### config.mk
export PLATFORM = sky130hd
export DESIGN_NAME = wakeup_crc_matcher
export DESIGN_NICKNAME = d
export VERILOG_FILES = /design/src/rtl/wake_pkg.sv /design/src/rtl/wake_ctrl.sv /design/src/rtl/wake_dpath.sv /design/src/rtl/wakeup_crc_matcher.sv
export SDC_FILE = /design/constraint.sdc
export NUM_CORES = 1
export LEC_CHECK = 0
export BUFFER_PORTS_ARGS = -buffer_cell sky130_fd_sc_hd__buf_2
export CORE_MARGIN = 2
export CORE_UTILIZATION = 55
export DETAILED_ROUTE_END_ITERATION = 16
export PLACE_DENSITY = 0.73
export SYNTH_ARGS = -nofsm -noshare
export SYNTH_HDL_FRONTEND = slang
export SYNTH_SLANG_ARGS = --single-unit
export TNS_END_PERCENT = 20
### constraint.sdc
create_clock -name clk -period 3.3 [get_ports clk]
set_input_delay 0.33 -clock clk [delete_from_list [all_inputs] [get_ports clk]]
set_output_delay 0.33 -clock clk [all_outputs]
set_load 0.02 [all_outputs]
### src/rtl/wake_pkg.sv
package wake_pkg;
  localparam int WIN_BYTES  = 64;
  localparam int WORD_BITS  = 16;
  localparam int MASK_WORDS = WIN_BYTES / WORD_BITS;
  localparam int IDX_W      = $clog2(WIN_BYTES);
  localparam int CNT_W      = $clog2(WIN_BYTES + 1);
  localparam logic [31:0] CRC_POLY_REFL = 32'hEDB88320;

  // strobes from control to datapath, one set per cycle
  typedef struct packed {
    logic             start;   // start-of-frame byte accepted
    logic             feed;    // a frame byte is accepted this cycle
    logic             finish;  // accepted byte ends the frame
    logic             inWin;   // byte lies within the mask window
    logic [IDX_W-1:0] idx;     // 0-based byte position in frame
  } wakeStrobe_t;
endpackage

### src/rtl/wake_ctrl.sv
module wake_ctrl
  import wake_pkg::*;
(
  input  logic        clk,
  input  logic        rstN,
  input  logic        rxValid,
  input  logic        rxSof,
  input  logic        rxEof,
  output wakeStrobe_t stb
);
  logic             inFrameQ;
  logic [CNT_W-1:0] cntQ;
  logic [CNT_W-1:0] curIdx;
  logic             active;

  always_comb begin
    active     = rxValid && (rxSof || inFrameQ);
    curIdx     = rxSof ? '0 : cntQ;
    stb.start  = rxValid && rxSof;
    stb.feed   = active;
    stb.finish = active && rxEof;
    stb.inWin  = (curIdx < CNT_W'(WIN_BYTES));
    stb.idx    = curIdx[IDX_W-1:0];
  end

  always_ff @(posedge clk) begin
    if (!rstN) begin
      inFrameQ <= 1'b0;
      cntQ     <= '0;
    end else if (active) begin
      inFrameQ <= !rxEof;
      cntQ     <= (curIdx < CNT_W'(WIN_BYTES)) ? curIdx + 1'b1 : curIdx;
    end
  end

  // counter saturates at the window size
  assert_cnt_bounded_R6: assert property (@(posedge clk) disable iff (!rstN)
    cntQ <= CNT_W'(WIN_BYTES));

  // a start byte that does not end the frame leaves exactly one byte counted
  assert_restart_count_R10: assert property (@(posedge clk) disable iff (!rstN)
    (rxValid && rxSof && !rxEof) |=> (cntQ == CNT_W'(1) && inFrameQ));

  // an ending byte closes the frame
  assert_frame_closed_R11: assert property (@(posedge clk) disable iff (!rstN)
    (rxValid && rxEof) |=> !inFrameQ);
endmodule

### src/rtl/wake_dpath.sv
module wake_dpath
  import wake_pkg::*;
(
  input  logic        clk,
  input  logic        rstN,
  input  logic        regWe,
  input  logic [2:0]  regAddr,
  input  logic [15:0] regWdata,
  output logic [15:0] regRdata,
  input  logic [7:0]  rxByte,
  input  wakeStrobe_t stb,
  output logic        matchPulse
);
  localparam int ADDR_EXP_LO = MASK_WORDS;
  localparam int ADDR_EXP_HI = MASK_WORDS + 1;

  logic [WORD_BITS-1:0] maskWordQ [MASK_WORDS];
  logic [WIN_BYTES-1:0] maskVec;
  logic [15:0]          expLoQ, expHiQ;
  logic [31:0]          crcQ, crcBase, crcNext;
  logic                 take;
  logic                 matchQ;

  function automatic logic [31:0] crcByte(input logic [31:0] c, input logic [7:0] d);
    logic [31:0] r;
    r = c ^ {24'h0, d};
    for (int b = 0; b < 8; b++)
      r = r[0] ? ((r >> 1) ^ CRC_POLY_REFL) : (r >> 1);
    return r;
  endfunction

  for (genvar w = 0; w < MASK_WORDS; w++) begin : gMask
    always_ff @(posedge clk) begin
      if (!rstN)
        maskWordQ[w] <= '0;
      else if (regWe && regAddr == 3'(w))
        maskWordQ[w] <= regWdata;
    end
    assign maskVec[w*WORD_BITS +: WORD_BITS] = maskWordQ[w];
  end

  always_ff @(posedge clk) begin
    if (!rstN) begin
      expLoQ <= '0;
      expHiQ <= '0;
    end else if (regWe) begin
      if (regAddr == 3'(ADDR_EXP_LO)) expLoQ <= regWdata;
      if (regAddr == 3'(ADDR_EXP_HI)) expHiQ <= regWdata;
    end
  end

  always_comb begin
    regRdata = '0;
    for (int w = 0; w < MASK_WORDS; w++)
      if (regAddr == 3'(w)) regRdata = maskWordQ[w];
    if (regAddr == 3'(ADDR_EXP_LO)) regRdata = expLoQ;
    if (regAddr == 3'(ADDR_EXP_HI)) regRdata = expHiQ;
  end

  always_comb begin
    take    = stb.feed && stb.inWin && maskVec[stb.idx];
    crcBase = stb.start ? 32'hFFFF_FFFF : crcQ;
    crcNext = take ? crcByte(crcBase, rxByte) : crcBase;
  end

  always_ff @(posedge clk) begin
    if (!rstN) begin
      crcQ   <= 32'hFFFF_FFFF;
      matchQ <= 1'b0;
    end else begin
      if (stb.feed) crcQ <= crcNext;
      matchQ <= stb.finish && (|maskVec) && ((~crcNext) == {expHiQ, expLoQ});
    end
  end

  assign matchPulse = matchQ;

  // a pulse only follows an end-of-frame byte
  assert_pulse_after_end_R9: assert property (@(posedge clk) disable iff (!rstN)
    matchQ |-> $past(stb.finish));

  // no pulse unless the mask had a set bit
  assert_zero_mask_quiet_R8: assert property (@(posedge clk) disable iff (!rstN)
    matchQ |-> $past(|maskVec));

  // an unselected start byte leaves the CRC at its preset
  assert_crc_preset_R10: assert property (@(posedge clk) disable iff (!rstN)
    (stb.start && !take) |=> (crcQ == 32'hFFFF_FFFF));

  // bytes beyond the window never enter the CRC
  assert_window_skip_R6: assert property (@(posedge clk) disable iff (!rstN)
    (stb.feed && !stb.inWin && !stb.start) |=> $stable(crcQ));
endmodule

### src/rtl/wakeup_crc_matcher.sv
module wakeup_crc_matcher
  import wake_pkg::*;
(
  input  logic        clk,
  input  logic        rstN,
  input  logic        regWe,
  input  logic [2:0]  regAddr,
  input  logic [15:0] regWdata,
  output logic [15:0] regRdata,
  input  logic        rxValid,
  input  logic        rxSof,
  input  logic        rxEof,
  input  logic [7:0]  rxByte,
  output logic        matchPulse
);
  wakeStrobe_t stb;

  wake_ctrl uCtrl (
    .clk(clk), .rstN(rstN), .rxValid(rxValid), .rxSof(rxSof), .rxEof(rxEof), .stb(stb)
  );

  wake_dpath uDpath (
    .clk(clk), .rstN(rstN), .regWe(regWe), .regAddr(regAddr), .regWdata(regWdata),
    .regRdata(regRdata), .rxByte(rxByte), .stb(stb), .matchPulse(matchPulse)
  );
endmodule

==> results by group, run 1 <==
Status
  • Status: complete, no violations

Finish
  • Area Overhead vs Synth: 20.9%
  • Fraction of layout cells with a size suffix above 1: 0.226
  • Antenna cells: 0
  • Layout fillers: 1273
  • Layout Cells excl Fill: roughly 1300
  • Nets@finish: 1096

Logic synthesis
  • Most numerous cell in the Yosys netlist: nand2_1
  • Synthesized flop and latch total: 137
  • Ys async rst share: 0
  • Synth top area share: 0.220
  • Cell taking the most area after synthesis: edfxtp_1
  • Syn Area/Cell: ~9.1 sq um
  • Number of synthesized flops with an enable pin: between 60 and 70
  • Synthesized area: around 8700 sq um
  • Synthesis Warnings: 0
  • Top post-synthesis cells by count: nand2_1 (133), xnor2_1 (86), dfxtp_1 (73)
  • Sequential area share after synthesis: 0.387
  • Synth top area cells: edfxtp_1 (22%), dfxtp_1 (17%), xnor2_1 (8.6%), nand2_1 (5.7%), mux2i_1 (5.2%)
  • Post-Synthesis Cells: 960
  • Primary FF master, synth: dfxtp_1
  • Mapped Nets: 994
  • Synth cell types: 76

Global routing
  • Overall routing resource usage: 0.349
  • Largest net degree at the start of global routing: 43
  • Initial antenna violation count: 0
  • Grt ovf: 0
  • Global-route wire length before repair: 43.2 mm
  • Number of global-route vias before repair: between 7000 and 8000

Drt
  • Drt via density: about 6.2
  • Vias: approximately 8000
  • First-pass detailed-route iteration total: 8
  • DRT iter0 DRCs: 1086
  • Wire per inst: around 23 um
  • Final WL: 29.7 mm
  • Antenna-violating nets left: 0
  • DRC errors left: 0

Setup path
  • Crit Path Category: reg -> reg
  • Largest fanout on the critical path: 11
  • CP endpoint kind: flop
  • Crit path DAT: about 3.6 ns
  • CP required: ~3.6 ns
  • Startpoint types: flop

Die
  • Die area: 16900 sq um
  • Die Width: around 130 um
  • Ports: 50
  • # rows: 46
  • Starting Density: 0.556
  • DIE HEIGHT: roughly 130 um
  • Core area: 15700 sq um

STA
  • Final Hold Viols: 0
  • Worst slew pin tran: ~0.97 ns
  • Endpoints failing setup: 0
  • Fin. max-slew vios: 0
  • Fin crit share: 0.985
  • Slew headroom: 0.350
  • Layout Skew: between 0.006 and 0.007 ns
  • F_max: a little over 300 MHz
  • Tmin final: between 3 and 4 ns
  • Hold_ws: between 0.1 and 0.15 ns

Place
  • RePlAce Congestion: ~1.0
  • Port Buffers: 49
  • DP HPWL: 21.2 mm
  • Cells after DPL: approximately 1200

Power
  • Leakage: about 4.0 nW
  • Seq pwr share: 0.380
  • Logic pwr share: 0.254
  • Maximum vdd drop: ~380 uV
  • Sw Pwr: between 1.5 and 2 mW
  • Sw frac: 0.323
  • Pwr/cell area: around 490 nW/um^2
  • P_int: around 3.5 mW
  • Clock power frac: 0.365

Clock tree
  • Skew-Pair Late Insertion Delay: 0.43 ns
  • Clock Sinks: ~140
  • # H-tree levels: 4
  • CTS tree: yes
  • CTS buffer count: 17
  • Clock transition at the registers of the reported paths: ~0.06 ns
  • Clk buf depth: 2
  • Root Driver: clkbuf_16

Run
  • Max-Cap Viols: 0

Worst hold path
  • Hold WC Path Type: in -> reg
-- path summary, 6_finish.rpt --
path | from | end | slack [ns] | depth (start not counted)
max | uCtrl.cntQ[0] | uDpath.matchPulse | 0.05 | 12
min reg2reg | uDpath.expHiQ[0] | uDpath.expHiQ[0] | 0.49 | 2
min | rxEof | uCtrl.inFrameQ | 0.12 | 2
max reg2reg | uCtrl.cntQ[0] | uDpath.matchPulse | 0.05 | 12
-- placed cells by master (no fill, tap or decap), drive strengths merged, types with 30 or more instances in the layout --
cell	instances
inv	35
xnor2	89
xor2	30
nand2	133
a21oi	57
edfxtp	64
and2	68
dfxtp	73
buf	142
mux2i	45
nor2	71
-- state kept, by name, indices dropped and copies added, names as in the netlist --
name and cells:
uDpath.maskWordQ 64, uDpath.matchPulse 1, uCtrl.cntQ 7, uDpath.expHiQ 16, uDpath.expLoQ 16, uCtrl.inFrameQ 1
uDpath.crcQ 32
-- metal layers --
metal / up-vias / GRT usage / wire length [um]
met4: 0 / 0.106 / 830
li1: 3594 / - / -
met2: 547 / 0.513 / 13000
met1: 3797 / 0.518 / 12300
met5: - / 0 / 0
met3: 60 / 0.0746 / 3540
-- through the flow --
step	util	worst slack, ns	total power, mW	TNS [ns]	instance area, sq um
after CTS	0.652	0.00504	5.12	0	10200
after detailed placement	0.612	-0.0657	3.23	-0.0657	9620
final	0.672	0.0506	5.22	0	10600
after global placement	0.612	0.0355	3.22	0	9620
after floorplan	-	0.300	2.77	0	8740
after global routing	0.672	-0.0945	5.37	-0.0945	10600
-- power by group through the flow --
stage / clock network, mW / registers [mW] / logic (mW)
2_1_floorplan: 0 / 1.96 / 0.815
3_3_place_gp: 0 / 2.01 / 1.22
3_5_place_dp: 0 / 2.01 / 1.23
4_1_cts: 1.91 / 1.97 / 1.24
5_1_grt: 1.98 / 1.98 / 1.41
6_report: 1.91 / 1.98 / 1.33
-- final cells by class --
cell class / instances / area, sq um / area share
Tap cell: 216 / 270 / 0.0256
Clock buffer: 17 / 425 / 0.0403
Multi-Input combinational cell: 735 / 5150 / 0.487
Inverter: 26 / 97.6 / 0.00924
Timing Repair Buffer: 145 / 1070 / 0.102
Clock inverter: 15 / 154 / 0.0146
Sequential cell: 137 / 3390 / 0.321
-- kinds of logic after synthesis --
family,count (synthesis),synth area share
AND/OR/NAND/NOR,376,0.211
AO/OA/AOI/OAI,164,0.123
flip-flops,137,0.387
XOR/XNOR,124,0.136
buffers and inverters,89,0.0425
multiplexers,69,0.0992
adder cells (fa/ha/maj),1,0.00143
-- worst max-delay path, cell delays in order (launching register included) --
cell and delay, ns:
dfxtp_4 0.40, buf_6 0.17, or4b_1 0.46, o31a_1 0.15
nor3_2 0.25, a211oi_4 0.08, buf_4 0.16, o32ai_2 0.34
nand2_1 0.24, o311a_1 0.38, nor4_1 0.17, nand4_1 0.16
nor4_2 0.22
-- what timing repair did --
item / in CTS / in global routing
setup endpoints to repair: 1 / 1
pin swaps: 4 / 11
cloned: 1 / 3
buffers inserted: 1 / 12
hold buffers: 0 / 0
gates resized for setup: 6 / 30
(Power assumes the default switching activity.)
==> inputs of run 2 (changes only) <==
--- a/config.mk
+++ b/config.mk
@@ -9,7 +9,7 @@
 export CORE_MARGIN = 2
 export CORE_UTILIZATION = 55
 export DETAILED_ROUTE_END_ITERATION = 16
-export PLACE_DENSITY = 0.73
+export PLACE_DENSITY = 0.76
 export SYNTH_ARGS = -nofsm -noshare
 export SYNTH_HDL_FRONTEND = slang
 export SYNTH_SLANG_ARGS = --single-unit
==> constraint.sdc (replaced) <==
create_clock -name clk -period 2.8 [get_ports clk]
set_input_delay 0.28 -clock clk [delete_from_list [all_inputs] [get_ports clk]]
set_output_delay 0.28 -clock clk [all_outputs]
set_load 0.02 [all_outputs]
==> run 2 against run 1 <==
  * The flow now finishes with violations (negative setup slack)
  * Non-clock buffer count is 88 higher
  * Core utilization is 3.7 points higher
  * Hold slack worse by 0.078 ns
  * Clock skew is 0.0041 ns higher
==> results by group, run 2 (synthesis gave the netlist of run 1 again) <==
Clock tree
  • # hold bufs at CTS: 0 (unchanged)
  • CTS buffer count: 17 (unchanged)
  • CTS tree: yes (unchanged)
  • Clock Sinks: 137 (unchanged)
  • # H-tree levels: 4 (unchanged)
  • Skew-Pair Late Insertion Delay: 0.44 ns (was 0.43 ns)
  • Clock transition at the registers of the reported paths: 0.07 ns (was 0.06 ns)
  • Root Driver: clkbuf_16 (unchanged)
  • Clk buf depth: 2 (unchanged)

Die
  • Die Width: 130 um (unchanged)
  • # rows: 46 (unchanged)
  • Die area: 16900 sq um (unchanged)
  • Ports: 50 (unchanged)
  • Core area: 15700 sq um (unchanged)
  • DIE HEIGHT: 130 um (unchanged)
  • Starting Density: 0.556 (unchanged)

Worst hold path
  • Hold Path Stages: 2 (unchanged)
  • Hold Startpoint: rxEof (unchanged)
  • Hold WC Path Type: in -> reg (unchanged)
  • WHS Endpoint: uCtrl.inFrameQ (unchanged)

Global routing
  • Grt ovf: 0 (unchanged)
  • Number of global-route vias before repair: 7676 (was 7220)
  • Initial antenna violation count: 1 (was 0)
  • Global-route wire length before repair: 45.9 mm (was 43.2 mm)
  • Largest net degree at the start of global routing: 43 (unchanged)
  • Overall routing resource usage: 0.374 (was 0.349)

Finish
  • Fraction of layout cells with a size suffix above 1: 0.279 (was 0.226)
  • Nets@finish: 1183 (was 1096)
  • Antenna cells: 0 (unchanged)
  • Layout Cells excl Fill: 1378 (was 1291)
  • Biggest regs: uDpath.maskWordQ (64), uDpath.crcQ (32) (unchanged)
  • Max reg flops: 64 (unchanged)
  • Commonest non-fill, non-tap cell in the layout: buf_4 (was nand2_1)
  • Commonest non-fill, non-tap cells in the layout: buf_4 (176), nand2_1 (133), xnor2_1 (86) (was nand2_1 (133), xnor2_1 (86), buf_4 (85))
  • Area Overhead vs Synth: 27.6% (was 20.9%)
  • Top reg by flops: uDpath.maskWordQ (unchanged)

Power
  • P_int: 4.23 mW (was 3.53 mW)
  • Sw frac: 0.329 (was 0.323)
  • Leakage: 4.42 nW (was 3.98 nW)
  • Total power: 6.30 mW (was 5.22 mW)
  • Logic pwr share: 0.279 (was 0.254)
  • Pwr/cell area: 566 nW/um^2 (was 494 nW/um^2)
  • Clock power frac: 0.353 (was 0.365)
  • Seq pwr share: 0.368 (was 0.380)
  • Maximum vdd drop: 439 uV (was 383 uV)
  • Sw Pwr: 2.08 mW (was 1.69 mW)

STA
  • RSZ-0062 raised after global routing: true
  • TNS Setup: -0.394 ns (was 0 ns)
  • Worst slew pin tran: 0.709 ns (was 0.971 ns)
  • Layout Skew: 0.0106 ns (was 0.00648 ns)
  • Fin. max-slew vios: 0 (unchanged)
  • F_max: 313 MHz (was 308 MHz)
  • Slew headroom: 0.527 (was 0.350)
  • Endpoints failing setup: 1 (was 0)
  • Final Hold Viols: 0 (unchanged)
  • Fin crit share: 1.14 (was 0.985)
  • Tmin final: 3.19 ns (was 3.25 ns)
  • Final WS setup: -0.394 ns (was 0.0506 ns)

Status
  • Status: finished with violations (was complete, no violations)
  • Failing checks: negative setup slack

Setup path
  • Startpoint types: flop (unchanged)
  • Critical R2R Capture: uDpath.matchPulse (unchanged)
  • CP required: 3.15 ns (was 3.64 ns)
  • Crit Path Category: reg -> reg (unchanged)
  • R2R depth: 12 (unchanged)
  • Crit path DAT: 3.54 ns (was 3.59 ns)
  • FF-to-FF Start: uDpath.maskWordQ[1][8] (was uCtrl.cntQ[0])
  • FF-to-FF setup slack: -0.39 ns (was 0.05 ns)
  • Largest fanout on the critical path: 9 (was 11)
  • CP endpoint kind: flop (unchanged)

Drt
  • First-pass detailed-route iteration total: 5 (was 8)
  • DRC errors left: 0 (unchanged)
  • Wire per inst: 22.4 um (was 23.0 um)
  • DRT iter0 DRCs: 950 (was 1086)
  • Antenna-violating nets left: 0 (unchanged)
  • Drt via density: 6.05 (was 6.20)
  • Vias: 8336 (was 7998)
  • Final WL: 30.9 mm (was 29.7 mm)

Run
  • Max-Cap Viols: 0 (unchanged)

Place
  • RePlAce Congestion: 1.04 (was 1.01)
  • DP HPWL: 23.5 mm (was 21.2 mm)
  • Port Buffers: 49 (unchanged)
  • Cells after DPL: 1345 (was 1242)
run 2: changes by cell type in the layout (fill, tap and decap cells not counted), sizes merged:
cell / change
buf: +91
bufinv: -1
clkbuf: -3
clkinv: +1
o32ai: -1
run 2: power by group through the flow:
stage               clock (mW)  sequential, mW  combinational (mW)
finish                    2.22            2.32                1.76
global route              2.30            2.33                1.85
CTS                       2.24            2.31                1.69
detailed placement           0            2.35                1.67
global placement             0            2.35                1.66
floorplan                    0            2.30               0.962
run 2: area by class of cell:
| type | instances | area, sq um |
|---|---|---|
| Timing Repair Buffer | 233 | 1700 |
| Fill cell | 1227 | 4570 |
| Clock buffer | 17 | 425 |
| Sequential cell | 137 | 3390 |
| Multi-Input combinational cell | 734 | 5100 |
| Clock inverter | 15 | 153 |
| Inverter | 26 | 97.6 |
| Tap cell | 216 | 270 |
run 2: metal layers:
layer | track usage | up-vias | wire length [um]
met1 | 0.554 | 3974 | 13300
li1 | - | 3763 | -
met5 | 0 | - | 15
met3 | 0.114 | 62 | 3920
met2 | 0.514 | 535 | 12800
met4 | 0.137 | 2 | 877
run 2: worst max path at each step:
stage	from	to
2_1_floorplan	uCtrl.cntQ[2]	uDpath.matchPulse
3_3_place_gp	uCtrl.cntQ[0]	uDpath.matchPulse
3_5_place_dp	uCtrl.cntQ[0]	uDpath.matchPulse
4_1_cts	uCtrl.cntQ[0]	uDpath.matchPulse
5_1_grt	uDpath.maskWordQ[1][8]	uDpath.matchPulse
6_report	uDpath.maskWordQ[1][8]	uDpath.matchPulse
run 2: critical path, cell delays in order, from the launching register on:
cell and delay, ns:
edfxtp_1 0.44, mux2i_1 0.09, or4_1 0.40, a311o_1 0.37, a211oi_2 0.30, o32ai_4 0.14, buf_12 0.17, buf_6 0.14
or2_4 0.26, o311a_1 0.14, nor4_2 0.29, nand4_1 0.14, nor4_2 0.21
run 2: stage by stage:
| step | worst slack (ns) | util | instance area (sq um) | hold WS [ns] |
|---|---|---|---|---|
| 6_report | -0.394 | 0.709 | 11100 | 0.0425 |
| 5_1_grt | -0.528 | 0.709 | 11100 | 0.0634 |
| 4_1_cts | -0.311 | 0.703 | 11100 | 0.0289 |
| 3_5_place_dp | -0.563 | 0.663 | 10400 | 0.485 |
| 3_3_place_gp | -0.533 | 0.663 | 10400 | 0.458 |
| 2_1_floorplan | -0.129 | - | 8740 | 0.380 |
run 2: what timing repair did:
| action | in CTS | in global routing |
|---|---|---|
| pin swaps | 7 | 10 |
| gates resized for setup | 9 | 18 |
| setup endpoints to repair | 17 | 7 |
| setup buffers | 1 | 0 |
==> inputs of run 3 (changes only) <==
--- a/config.mk
+++ b/config.mk
@@ -8,6 +8,8 @@
 export BUFFER_PORTS_ARGS = -buffer_cell sky130_fd_sc_hd__buf_2
 export CORE_MARGIN = 2
 export CORE_UTILIZATION = 55
+export CTS_BUF_LIST = sky130_fd_sc_hd__clkbuf_8
+export CTS_CLUSTER_DIAMETER = 200
 export DETAILED_ROUTE_END_ITERATION = 16
 export PLACE_DENSITY = 0.76
 export SYNTH_ARGS = -nofsm -noshare
==> run 3 against run 2 <==
  * Hold slack improved by 0.059 ns
  * Core utilization fell by 1.1 points
  * Largest power group unchanged
  * Routed wire length decreased by 0.75%
  * Register-to-register slack is essentially flat
  * Non-clock buffer count increased by 1
  * First-iteration DRC count is 8.7% higher
  * Via count shrank 0.19%
  * The run still ends with negative setup slack left
  * Flip-flop and latch count unchanged
  * Clock power is 27% lower
  * Design area is 1.6% lower
==> results by group, run 3 (synthesis gave the netlist of run 1 again) <==
STA
  • Worst slew pin tran: 0.714 ns (was 0.709 ns)
  • Fin. max-slew vios: 0 (unchanged)
  • Tmin final: 3.19 ns (about the same)
  • Final Hold Viols: 0 (unchanged)
  • Final WS setup: -0.391 ns (was -0.394 ns)
  • Slew headroom: 0.524 (was 0.527)
  • Endpoints failing setup: 1 (unchanged)
  • F_max: 313 MHz (about the same)
  • Layout Skew: 0.0133 ns (was 0.0106 ns)
  • Fin crit share: 1.14 (about the same)
  • RSZ-0062 raised after global routing: true (unchanged)

Finish
  • Antenna cells: 0 (unchanged)
  • Top reg by flops: uDpath.maskWordQ (unchanged)
  • Max reg flops: 64 (unchanged)
  • Area Overhead vs Synth: 25.6% (was 27.6%)
  • Fraction of layout cells with a size suffix above 1: 0.279 (about the same)
  • Final Util: 0.698 (was 0.709)
  • Commonest non-fill, non-tap cell in the layout: buf_4 (unchanged)
  • Nets@finish: 1184 (was 1183)
  • Biggest regs: uDpath.maskWordQ (64), uDpath.crcQ (32) (unchanged)
  • Commonest non-fill, non-tap cells in the layout: buf_4 (176), nand2_1 (133), xnor2_1 (86) (unchanged)

Clock tree
  • Clock transition at the registers of the reported paths: 0.10 ns (was 0.07 ns)
  • CTS buffer count: 17 (unchanged)
  • Clk buf depth: 2 (unchanged)
  • CTS tree: yes (unchanged)
  • # H-tree levels: 4 (unchanged)
  • Skew-Pair Late Insertion Delay: 0.47 ns (was 0.44 ns)
  • Root Driver: clkbuf_8 (was clkbuf_16)
  • Clock Sinks: 137 (unchanged)

Die
  • # rows: 46 (unchanged)
  • Ports: 50 (unchanged)
  • DIE HEIGHT: 130 um (unchanged)
  • Starting Density: 0.556 (unchanged)
  • Core area: 15700 sq um (unchanged)
  • Die Width: 130 um (unchanged)
  • Die area: 16900 sq um (unchanged)

Setup path
  • CP endpoint kind: flop (unchanged)
  • Crit Path Category: reg -> reg (unchanged)
  • Critical R2R Capture: uDpath.matchPulse (unchanged)
  • Largest fanout on the critical path: 13 (was 9)
  • Crit path DAT: 3.58 ns (was 3.54 ns)
  • R2R depth: 11 (was 12)
  • Startpoint types: flop (unchanged)
  • FF-to-FF setup slack: -0.39 ns (about the same)
  • FF-to-FF Start: uDpath.maskWordQ[1][8] (unchanged)
  • CP required: 3.18 ns (was 3.15 ns)

Place
  • RePlAce Congestion: 1.04 (unchanged)
  • Port Buffers: 49 (unchanged)
  • DP HPWL: 23.5 mm (unchanged)
  • Placement Setup Slack: -0.563 ns (unchanged)

Run
  • Max-Cap Viols: 0 (unchanged)

Drt
  • Antenna-violating nets left: 0 (unchanged)
  • Final WL: 30.7 mm (was 30.9 mm)
  • DRT iter0 DRCs: 1033 (was 950)
  • First-pass detailed-route iteration total: 5 (unchanged)
  • DRC errors left: 0 (unchanged)
  • Drt via density: 6.03 (was 6.05)
  • Vias: 8320 (was 8336)
  • Wire per inst: 22.2 um (was 22.4 um)

Global routing
  • Global-route wire length before repair: 46.1 mm (was 45.9 mm)
  • Largest net degree at the start of global routing: 43 (unchanged)
  • Number of global-route vias before repair: 7687 (was 7676)
  • Overall routing resource usage: 0.373 (was 0.374)
  • Initial antenna violation count: 0 (was 1)
  • Grt ovf: 0 (unchanged)

Power
  • Pwr/cell area: 520 nW/um^2 (was 566 nW/um^2)
  • Leakage: 4.33 nW (was 4.42 nW)
  • Maximum vdd drop: 357 uV (was 439 uV)

Status
  • Status: finished with violations (unchanged)
  • Failing checks: negative setup slack (unchanged)

Worst hold path
  • Hold Path Stages: 2 (unchanged)
  • Hold Startpoint: rxValid (was rxEof)
  • Hold WC Path Type: in -> reg (unchanged)
  • WHS Endpoint: uCtrl.inFrameQ (unchanged)
-- run 3: layout make-up --
type	instances	area, sq um
Tap cell	216	270
Sequential cell	137	3390
Timing Repair Buffer	234	1720
Inverter	26	97.6
Multi-Input combinational cell	734	5110
Clock inverter	15	153
Fill cell	1263	4740
Clock buffer	17	234
-- run 3: critical path, cell delays in order, from the launching register on --
cell and delay [ns]:
edfxtp_1 0.44, mux2i_1 0.09, or4_1 0.41, a311o_1 0.38, a211oi_2 0.30, o32ai_4 0.14
buf_12 0.17, buf_4 0.18, or3_1 0.40, a32oi_2 0.21, o2111ai_2 0.15, nor4_2 0.25
-- run 3: routing by layer --
layer | GRT usage | routed length (um) | vias to the layer above
met2 | 0.517 | 12600 | 521
met4 | 0.119 | 792 | 0
met1 | 0.564 | 13500 | 3988
li1 | - | - | 3758
met3 | 0.103 | 3770 | 53
met5 | 0 | 0 | -
-- run 3: worst max-delay path by stage --
stage          slack [ns]                    from                 to  depth (start not counted)
2_1_floorplan       -0.13           uCtrl.cntQ[2]  uDpath.matchPulse                         11
3_3_place_gp        -0.53           uCtrl.cntQ[0]  uDpath.matchPulse                         12
3_5_place_dp        -0.56           uCtrl.cntQ[0]  uDpath.matchPulse                         12
6_report            -0.39  uDpath.maskWordQ[1][8]  uDpath.matchPulse                         11
5_1_grt             -0.52  uDpath.maskWordQ[1][8]  uDpath.matchPulse                         11
4_1_cts             -0.32           uCtrl.cntQ[0]  uDpath.matchPulse                         14
-- run 3: timing repair --
action	in CTS	in global routing
gates resized for setup	9	20
endpoints found under the hold margin	1	0
setup endpoints to repair	18	8
setup buffers	1	0
hold buffers	1	0
pin swaps	7	10
-- run 3: report_power, final --
part | total (mW) | internal [mW] | switching (mW)
logic | 1.76 | 0.841 | 0.917
clock network | 1.63 | 0.667 | 0.964
registers | 2.32 | 2.20 | 0.120
-- run 3: through the flow --
step                      area, sq um  setup TNS, ns  std cells  hold slack [ns]  power (mW)
after detailed placement        10400          -1.22       1345            0.485        4.02
after global placement          10400          -1.01       1345            0.458        4.02
after CTS                       10900         -0.320       1379           0.0750        5.65
final                           11000         -0.391       1379            0.101        5.71
after floorplan                  8740         -0.155        960            0.380        3.27
after global routing            11000         -0.677       1379            0.115        5.89
